`config.mk`:
```
export PLATFORM = sky130hd
export DESIGN_NAME = fwd_unit
export DESIGN_NICKNAME = d
export VERILOG_FILES = /design/src/rtl/fwd_pkg.sv /design/src/rtl/fwd_match.sv /design/src/rtl/fwd_prio_sel.sv /design/src/rtl/fwd_operand_mux.sv /design/src/rtl/fwd_unit.sv
export SDC_FILE = /design/constraint.sdc
export NUM_CORES = 1
export LEC_CHECK = 0
export BUFFER_PORTS_ARGS = -buffer_cell sky130_fd_sc_hd__buf_2
export CORE_ASPECT_RATIO = 1.75
export CORE_MARGIN = 4
export CORE_UTILIZATION = 39
export DETAILED_ROUTE_END_ITERATION = 8
export PLACE_DENSITY = 0.91
export RECOVER_POWER = 100
export SLEW_MARGIN = 20
export SYNTH_ARGS = -nofsm -noshare
export SYNTH_HDL_FRONTEND = slang
export SYNTH_HIERARCHICAL = 1
export SYNTH_SLANG_ARGS = --single-unit
```
`constraint.sdc`:
```
create_clock -name vclk -period 4.25
set_clock_uncertainty 0.1 [all_clocks]
set_input_delay 0.6375 -clock vclk [all_inputs]
set_output_delay 0.6375 -clock vclk [all_outputs]
set_load 0.02 [all_outputs]
```
`src/rtl/fwd_pkg.sv`:
```
package fwd_pkg;
    localparam int IDX_W    = 3;
    localparam int DATA_W   = 16;
    localparam int NUM_PROD = 3;   // producers: 0 ex/mem, 1 mem/wb, 2 post-wb
    localparam int SEL_W    = 2;

    typedef enum logic [SEL_W-1:0] {
        SEL_DECODE = 2'b00,
        SEL_EXMEM  = 2'b01,
        SEL_MEMWB  = 2'b10,
        SEL_POSTWB = 2'b11
    } fwd_sel_e;

    typedef struct packed {
        fwd_sel_e sel;
        logic     any_hit;
    } prio_res_t;
endpackage

```
`src/rtl/fwd_match.sv`:
```
module fwd_match #(
    parameter int IDX_W    = fwd_pkg::IDX_W,
    parameter int NUM_PROD = fwd_pkg::NUM_PROD
) (
    input  logic [IDX_W-1:0]                src_idx,
    input  logic [NUM_PROD-1:0][IDX_W-1:0]  prod_tgt,
    output logic [NUM_PROD-1:0]             hit
);
    localparam logic [IDX_W-1:0] ZERO_IDX = '0;

    logic src_live;
    assign src_live = (src_idx != ZERO_IDX);

    for (genvar p = 0; p < NUM_PROD; p++) begin : g_cmp
        assign hit[p] = src_live && (prod_tgt[p] == src_idx);
    end
endmodule

```
`src/rtl/fwd_prio_sel.sv`:
```
module fwd_prio_sel
    import fwd_pkg::*;
(
    input  logic [NUM_PROD-1:0] hit,
    output fwd_sel_e            sel
);
    prio_res_t res_d;

    always_comb begin
        res_d = '{sel: SEL_DECODE, any_hit: 1'b0};
        if (hit[0]) begin
            res_d = '{sel: SEL_EXMEM, any_hit: 1'b1};
        end else if (hit[1]) begin
            res_d = '{sel: SEL_MEMWB, any_hit: 1'b1};
        end else if (hit[2]) begin
            res_d = '{sel: SEL_POSTWB, any_hit: 1'b1};
        end
    end

    assign sel = res_d.sel;
endmodule

```
`src/rtl/fwd_operand_mux.sv`:
```
module fwd_operand_mux
    import fwd_pkg::*;
#(
    parameter int DATA_W = fwd_pkg::DATA_W
) (
    input  fwd_sel_e            sel,
    input  logic [DATA_W-1:0]   dec_val,
    input  logic [DATA_W-1:0]   exmem_val,
    input  logic [DATA_W-1:0]   memwb_val,
    input  logic [DATA_W-1:0]   postwb_val,
    output logic [DATA_W-1:0]   opnd
);
    always_comb begin
        unique case (sel)
            SEL_EXMEM:  opnd = exmem_val;
            SEL_MEMWB:  opnd = memwb_val;
            SEL_POSTWB: opnd = postwb_val;
            default:    opnd = dec_val;
        endcase
    end
endmodule

```
`src/rtl/fwd_unit.sv`:
```
module fwd_unit
    import fwd_pkg::*;
#(
    parameter int IDX_W  = fwd_pkg::IDX_W,
    parameter int DATA_W = fwd_pkg::DATA_W
) (
    input  logic [IDX_W-1:0]  ex_src_a_idx,
    input  logic [IDX_W-1:0]  ex_src_b_idx,
    input  logic [DATA_W-1:0] ex_src_a_val,
    input  logic [DATA_W-1:0] ex_src_b_val,
    input  logic [IDX_W-1:0]  exmem_tgt,
    input  logic [DATA_W-1:0] exmem_val,
    input  logic [IDX_W-1:0]  memwb_tgt,
    input  logic [DATA_W-1:0] memwb_val,
    input  logic [IDX_W-1:0]  postwb_tgt,
    input  logic [DATA_W-1:0] postwb_val,
    output logic [1:0]        src_a_sel,
    output logic [1:0]        src_b_sel,
    output logic [DATA_W-1:0] src_a_fwd,
    output logic [DATA_W-1:0] src_b_fwd
);
    localparam int NUM_SRC = 2;

    logic [NUM_SRC-1:0][IDX_W-1:0]   src_idx;
    logic [NUM_SRC-1:0][DATA_W-1:0]  src_val;
    logic [NUM_PROD-1:0][IDX_W-1:0]  prod_tgt;
    logic [NUM_SRC-1:0][NUM_PROD-1:0] hit;
    fwd_sel_e                        sel     [NUM_SRC];
    logic [NUM_SRC-1:0][DATA_W-1:0]  opnd;

    assign src_idx  = {ex_src_b_idx, ex_src_a_idx};
    assign src_val  = {ex_src_b_val, ex_src_a_val};
    assign prod_tgt = {postwb_tgt, memwb_tgt, exmem_tgt};

    for (genvar s = 0; s < NUM_SRC; s++) begin : g_src
        fwd_match #(.IDX_W(IDX_W), .NUM_PROD(NUM_PROD)) match_i (
            .src_idx  (src_idx[s]),
            .prod_tgt (prod_tgt),
            .hit      (hit[s])
        );

        fwd_prio_sel prio_i (
            .hit (hit[s]),
            .sel (sel[s])
        );

        fwd_operand_mux #(.DATA_W(DATA_W)) mux_i (
            .sel        (sel[s]),
            .dec_val    (src_val[s]),
            .exmem_val  (exmem_val),
            .memwb_val  (memwb_val),
            .postwb_val (postwb_val),
            .opnd       (opnd[s])
        );
    end

    assign src_a_sel = sel[0];
    assign src_b_sel = sel[1];
    assign src_a_fwd = opnd[0];
    assign src_b_fwd = opnd[1];
endmodule

```
# --- Word level (Yosys, flattened, before mapping) ---
# Cells that the tools add are included.
word_totals:
  mem_bits_rw: 0
  latchBits: 0
  romBits: 0
  inputBits: 95
  output_inout_bits: 36
  wordCells: 28
  reg_bits: 0
  mem_count: 0
classes:
  n_eq_ne: 12
  n_lt_le_gt_ge: 0
  div_mod_pow: 0
  n_addsub: 0
  n_mux: 8
  n_mul: 0
  bitwise: 0
  reduce_logical: 8
  n_shift: 0
ops:
  columns: ["operator", "n"]
  rows:
  - ["$pmux W16 S3", 2]
  - ["$eq A3 B3 Y1", 6]
  - ["$mux W3", 6]
  - ["$eq A2 B2 Y1 const B", 4]
  - ["$logic_and A1 B1 Y1", 6]
  - ["$reduce_bool A3 Y1", 2]
  - ["$eq A2 B1 Y1 const B", 2]

# --- Depth between registers and ports, before layout ---
# Gate-level depths: netlist of the first run.
logic_depth:
  depth_word: 7
  mapped_depth: 8

# --- Cells and area by module ---
# Netlist of the first run, hierarchy kept.
modules_own_cells:
  columns: ["module", "n_inst", "cells_each", "area_each_um2", "seq_area_each_um2"]
  rows:
  - ["fwd_operand_mux", 2, 20, 424.2, 0.0]
  - ["fwd_match", 2, 16, 141.4, 0.0]
  - ["fwd_prio_sel", 2, 4, 18.8, 0.0]

# --- Worst setup path after synthesis of the first run ---
# Ideal clock, no wire load.
synth_path:
  path_type: "input-to-output"
  from: "input ex_src_a_idx[1]"
  to: "output src_a_fwd[10]"
  arrival_time_ps: 2411
  t_required_ps: 3513
  n_path_buf: 3
  cell_stages: 8
  setup_slack_ps: 1101
  path_cell_list: "buf_6 > xor2_1 > nor4_1 > nor2_1 > nor2_1 > buf_2 > buf_2 > mux4_2"
synth_rtl:
  columns: ["element", "line", "text"]
  rows:
  - ["from (decl)", "fwd_unit.sv:7", "input logic [IDX_W-1:0] ex_src_a_idx,"]
  - ["to (decl)", "fwd_unit.sv:19", "output logic [DATA_W-1:0] src_a_fwd,"]

==> impl_metrics.json, run 1 <==
{
  "status": "completed",
  "finalHoldViolations": 0,
  "p_leak_uw": 0.000783,
  "grt_use_total_pct": 23.3,
  "rows": 26,
  "post-route-period-util_pct": 83.6,
  "cp.required_ns": 3.51,
  "syn_area_um2": 1170,
  "tightest_slew_ns": 0.948,
  "die_y_um": 80.4,
  "setup_viol": 0,
  "end_kind": "primary output",
  "grt_max_degree": 18,
  "max_freq_ghz": 0.282,
  "dieWidth_um": 49.4,
  "final-seq-area_um2": 0,
  "start_util_pct": 40.4,
  "crit_start": "ex_src_a_idx[2]",
  "syn_avg_cell_area_um2": 14.6,
  "synth_cell_types": 13,
  "n_antenna_cell": 0,
  "post_cts.repair.setup_buffers": 0,
  "cap_violations": 0,
  "fin_nets": 300,
  "grt_overflow": 0,
  "drv_slew": 0,
  "hp-class": "in2out",
  "ys_seq_area_share_pct": 0,
  "seq_cells": 0,
  "drive_above_1_share_pct": 62.6,
  "core_area_um2": 2900,
  "p_per_area_nw_per_um2": 203,
  "viasPerCell": 6.00,
  "rsz0062_at_grt": "no",
  "hpwl_mm": 4.11,
  "power.total_uw": 350,
  "grt_pass1_wl_mm": 7.02,
  "arrival_ns": 2.81,
  "place.gp.congestion": 0.825,
  "cp_max_fo": 17,
  "hold_start": "ex_src_a_val[12]",
  "grt_pass1_vias": 1478,
  "yosysWarnings": 6,
  "die-area_um2": 3970,
  "ant_nets": 0,
  "cts_hold_buf": 0,
  "drcViolationCount": 0,
  "crit_path_start_kind": "input port",
  "routed_wl_mm": 4.69,
  "portBuffers": 131,
  "worstSetupPathType": "in2out",
  "io_pins": 131,
  "drt-pass1-iter-count": 4,
  "fill_cells": 279,
  "min_period_ns": 3.55,
  "syn_inst": 80,
  "antenna_found_initial": 0,
  "max-slew-margin-rel_pct": 36.8,
  "synthesis.nets": 175,
  "ir_drop_mv": 0.110,
  "nClkBuffers": 0,
  "vias": 1386,
  "cts_resized": 0,
  "area_growth_pct": 48.0,
  "routedWlPerCell_um": 20.3,
  "drt-initial-drc-count": 22,
  "tns_ns": 0
}
report_power, final:
part	total (µW)	leakage [µW]	switching, µW	internal (µW)
sequential	0	0	0	0
combinational	350	0.000783	196	154
clock	0	0	0	0
total	350	0.000783	196	154
cell usage in the layout (no fill, tap or decap), drive strengths merged:
cell / count
mux4: 32
buf: 101
inv: 2
nor4: 6
nor2: 4
a21o: 2
clkbuf: 34
xor2: 18
nor3: 4
path summary, 6_finish.rpt:
check	to	slack, ns	cells past startpoint
worst max-delay path	src_a_fwd[6]	0.70	8
worst min-delay path	src_a_fwd[12]	1.68	3
cells by family after synthesis:
kind of cell | Yosys count | synth area share, %
mux | 32 | 65.5
xor+xnor | 18 | 13.5
compound gates | 2 | 1.28
simple gates | 14 | 9.21
buf+inv | 14 | 10.5
cells in the mapped netlist:
cell type | n | area (µm²)
nor4_2 | 4 | 50.1
buf_12 | 2 | 40.0
nor3_2 | 2 | 20.0
nor4_1 | 2 | 12.5
nor3_1 | 2 | 10.0
mux4_2 | 20 | 450
buf_6 | 4 | 45.0
xor2_1 | 18 | 158
nor2_1 | 4 | 15.0
mux4_1 | 12 | 315
buf_2 | 6 | 30.0
a21o_1 | 2 | 15.0
inv_1 | 2 | 7.51
through the flow:
step	instance area, µm²	utilization (%)	instances	worst slack [ns]	hold slack, ns
after floorplan	1170	-	80	1.10	1.46
after global routing	1730	59.7	231	0.436	1.71
after global placement	1770	61.3	231	1.02	1.60
after CTS	1770	61.3	231	0.928	1.60
after detailed placement	1770	61.3	231	0.930	1.60
final	1730	59.7	231	0.698	1.68
metal layers:
| layer | up-vias | GRT usage (%) | routed length [µm] |
|---|---|---|---|
| li1 | 607 | - | - |
| met2 | 123 | 44.6 | 2390 |
| met5 | - | 0 | 0 |
| met4 | 0 | 4.16 | 83 |
| met3 | 8 | 7.24 | 729 |
| met1 | 648 | 24.8 | 1490 |
worst max-delay path, stage by stage:
cell and delay, ns:
buf_2 0.14, xor2_1 0.16, nor4_1 0.34, nor2_1 0.09
nor2_1 0.09, clkbuf_1 0.72, mux4_2 0.39, clkbuf_1 0.26
layout make-up:
class / count / area, µm² / area share, %
Tap cell: 28 / 35.0 / 2.03
Timing Repair Buffer: 135 / 641 / 37.0
Inverter: 2 / 7.51 / 0.434
Multi-Input combinational cell: 66 / 1050 / 60.5
(Power assumes the default switching activity.)
==> inputs of run 2 (changes only) <==
ABC_AREA = 1   (was not set)
CORE_UTILIZATION = 36   (was 39)
PLACE_DENSITY = 0.81   (was 0.91)
clock period = 3.2 ns   (was 4.25 ns; I/O delays follow)
==> run 2 against run 1 <==
Compared with the run above: final area increased by 15%; worst hold slack got worse by 0.48 ns; critical endpoint is now src_a_fwd[11]; largest cell class unchanged; combinational power rose by 37%; largest power group unchanged; sequential share of layout area unchanged; highest routed layer unchanged.
==> impl_metrics.json, run 2 <==
{
  "synthAdderAreaFrac_pct": 0,
  "grt_max_degree": 36,
  "critPathMaxStageDelay_ns": 0.38,
  "syn_inst": 294,
  "ir_drop_mv": 0.113,
  "status": "completed",
  "vias": 2582,
  "cp_slowest_cell": "inv_2",
  "area_growth_pct": 36.5,
  "rows": 30,
  "fill_cells": 456,
  "final-seq-area_um2": 0,
  "grt_pass1_wl_mm": 10.6,
  "synth_compound_area_share_pct": 0,
  "ys_seq_area_share_pct": 0,
  "drt-pass1-iter-count": 7,
  "setup_viol": 0,
  "synth.most_common_cell": "nand3_1",
  "crit_chain": "buf_2, inv_1, nand2_1, nand2_1, nand2_1, nor2_1, inv_1, nand2_1, nand2_1, inv_2, nand3_1, nand4_1, clkbuf_1",
  "seq_cells": 0,
  "grt_overflow": 0,
  "worstSetupPathType": "in2out",
  "synthesis.nets": 389,
  "instances_no_fill": 457,
  "post_cts.repair.setup_buffers": 0,
  "layout_commonest_cell": "nand3_1",
  "synth_xor_area_share_pct": 0,
  "worst-path-buf-inv": 5,
  "hpwl_mm": 5.34,
  "die-area_um2": 5170,
  "cp_top_family": "buffers and inverters",
  "max-slew-margin-rel_pct": 64.0,
  "routedWlPerCell_um": 14.7,
  "die_y_um": 92.2,
  "synth_top_family_by_area": "simple AND/OR/NAND/NOR gates",
  "synth_common_cells": "nand3_1, nand2_1, nand4_1, inv_1, nor2_1",
  "yosysTopAreaCellShare_pct": 35.0,
  "io_pins": 131,
  "antenna_found_initial": 0,
  "arrival_ns": 2.30,
  "synth.largest_area_cell": "nand3_1",
  "core_area_um2": 3900,
  "synth_area_leaders": "nand3_1, nand2_1, nand4_1",
  "p_per_area_nw_per_um2": 240,
  "routed_wl_mm": 6.72,
  "drcViolationCount": 0,
  "post-route-period-util_pct": 90.1,
  "hold_ws_ns": 1.20,
  "start_util_pct": 37.4,
  "drt-initial-drc-count": 288,
  "crit_path_start_kind": "input port",
  "cap_violations": 0,
  "yosys.area_share.simple_pct": 78.6,
  "cp.required_ns": 2.62,
  "nClkBuffers": 0,
  "p_leak_uw": 0.00108,
  "cp_common_cell": "nand2_1",
  "syn_area_um2": 1460,
  "hp-class": "in2out",
  "yosysWarnings": 6,
  "end_kind": "primary output",
  "max_freq_ghz": 0.347,
  "cts_hold_buf": 0,
  "ant_nets": 0,
  "cts_resized": 0,
  "finalHoldViolations": 0,
  "n_antenna_cell": 0,
  "drive_above_1_share_pct": 28.6,
  "synthMuxAreaShare_pct": 0,
  "cp_max_fo": 16,
  "rsz0062_at_grt": "no",
  "dp.cells": 457,
  "grt_use_total_pct": 24.1,
  "fin_nets": 506,
  "viasPerCell": 5.65,
  "tns_ns": 0,
  "place.gp.congestion": 0.975,
  "grt_pass1_vias": 2279,
  "syn_avg_cell_area_um2": 4.96,
  "drv_slew": 0,
  "dieWidth_um": 56.1,
  "layout_common_cells": "nand3_1, buf_2, nand2_1",
  "portBuffers": 131,
  "tightest_slew_ns": 0.538,
  "synth_cell_types": 12,
  "min_period_ns": 2.88
}
[run 2: cell types whose count changed in the layout (fill, tap and decap cells not counted), sizes merged, moves of 4 or more]
cell / before / now
nor2: 4 / 14
inv: 2 / 32
xor2: 18 / 0
nor4: 6 / 0
buf: 101 / 105
nand2: 0 / 92
nand4: 0 / 32
nand3: 0 / 102
mux4: 32 / 0
nor3: 4 / 0
[run 2: final cells by class]
| cell class | count | area, µm² | share of cell area [%] |
|---|---|---|---|
| multi-input cells | 240 | 1150 | 57.8 |
| repair buffers | 137 | 661 | 33.2 |
| well taps | 48 | 60.1 | 3.02 |
| inverters | 32 | 120 | 6.03 |
[run 2: logic make-up (layout without fill, tap and decap cells)]
group / Yosys count / count (layout)
simple gates: 240 / 240
buf+inv: 54 / 169
[run 2: metrics by stage]
step | util [%] | area [µm²] | power [µW] | setup slack (ns)
after floorplan | - | 1460 | 326 | 0.739
after global placement | 52.1 | 2030 | 484 | 0.457
after detailed placement | 52.1 | 2030 | 489 | 0.429
after CTS | 52.1 | 2030 | 491 | 0.420
after global routing | 51.0 | 1990 | 521 | 0.129
final | 51.0 | 1990 | 478 | 0.317
[run 2: per-layer routing]
layer  up-vias  routed length, µm  global-route usage [%]
met4         0                129                    3.17
li1       1229                  -                       -
met5         -                  0                       0
met2       193               3420                    45.9
met3        18                744                    3.10
met1      1142               2420                    28.7
[run 2: final timing paths]
| path | slack [ns] | endpoint | cells after the start | startpoint |
|---|---|---|---|---|
| min | 1.20 | src_b_fwd[1] | 4 | ex_src_b_val[1] |
| max | 0.32 | src_a_fwd[11] | 13 | ex_src_a_idx[1] |
[run 2: where the power goes]
part	internal, µW	leakage, µW	total (µW)	switching (µW)
clock network	0	0	0	0
registers	0	0	0	0
logic	147	0.00108	478	331
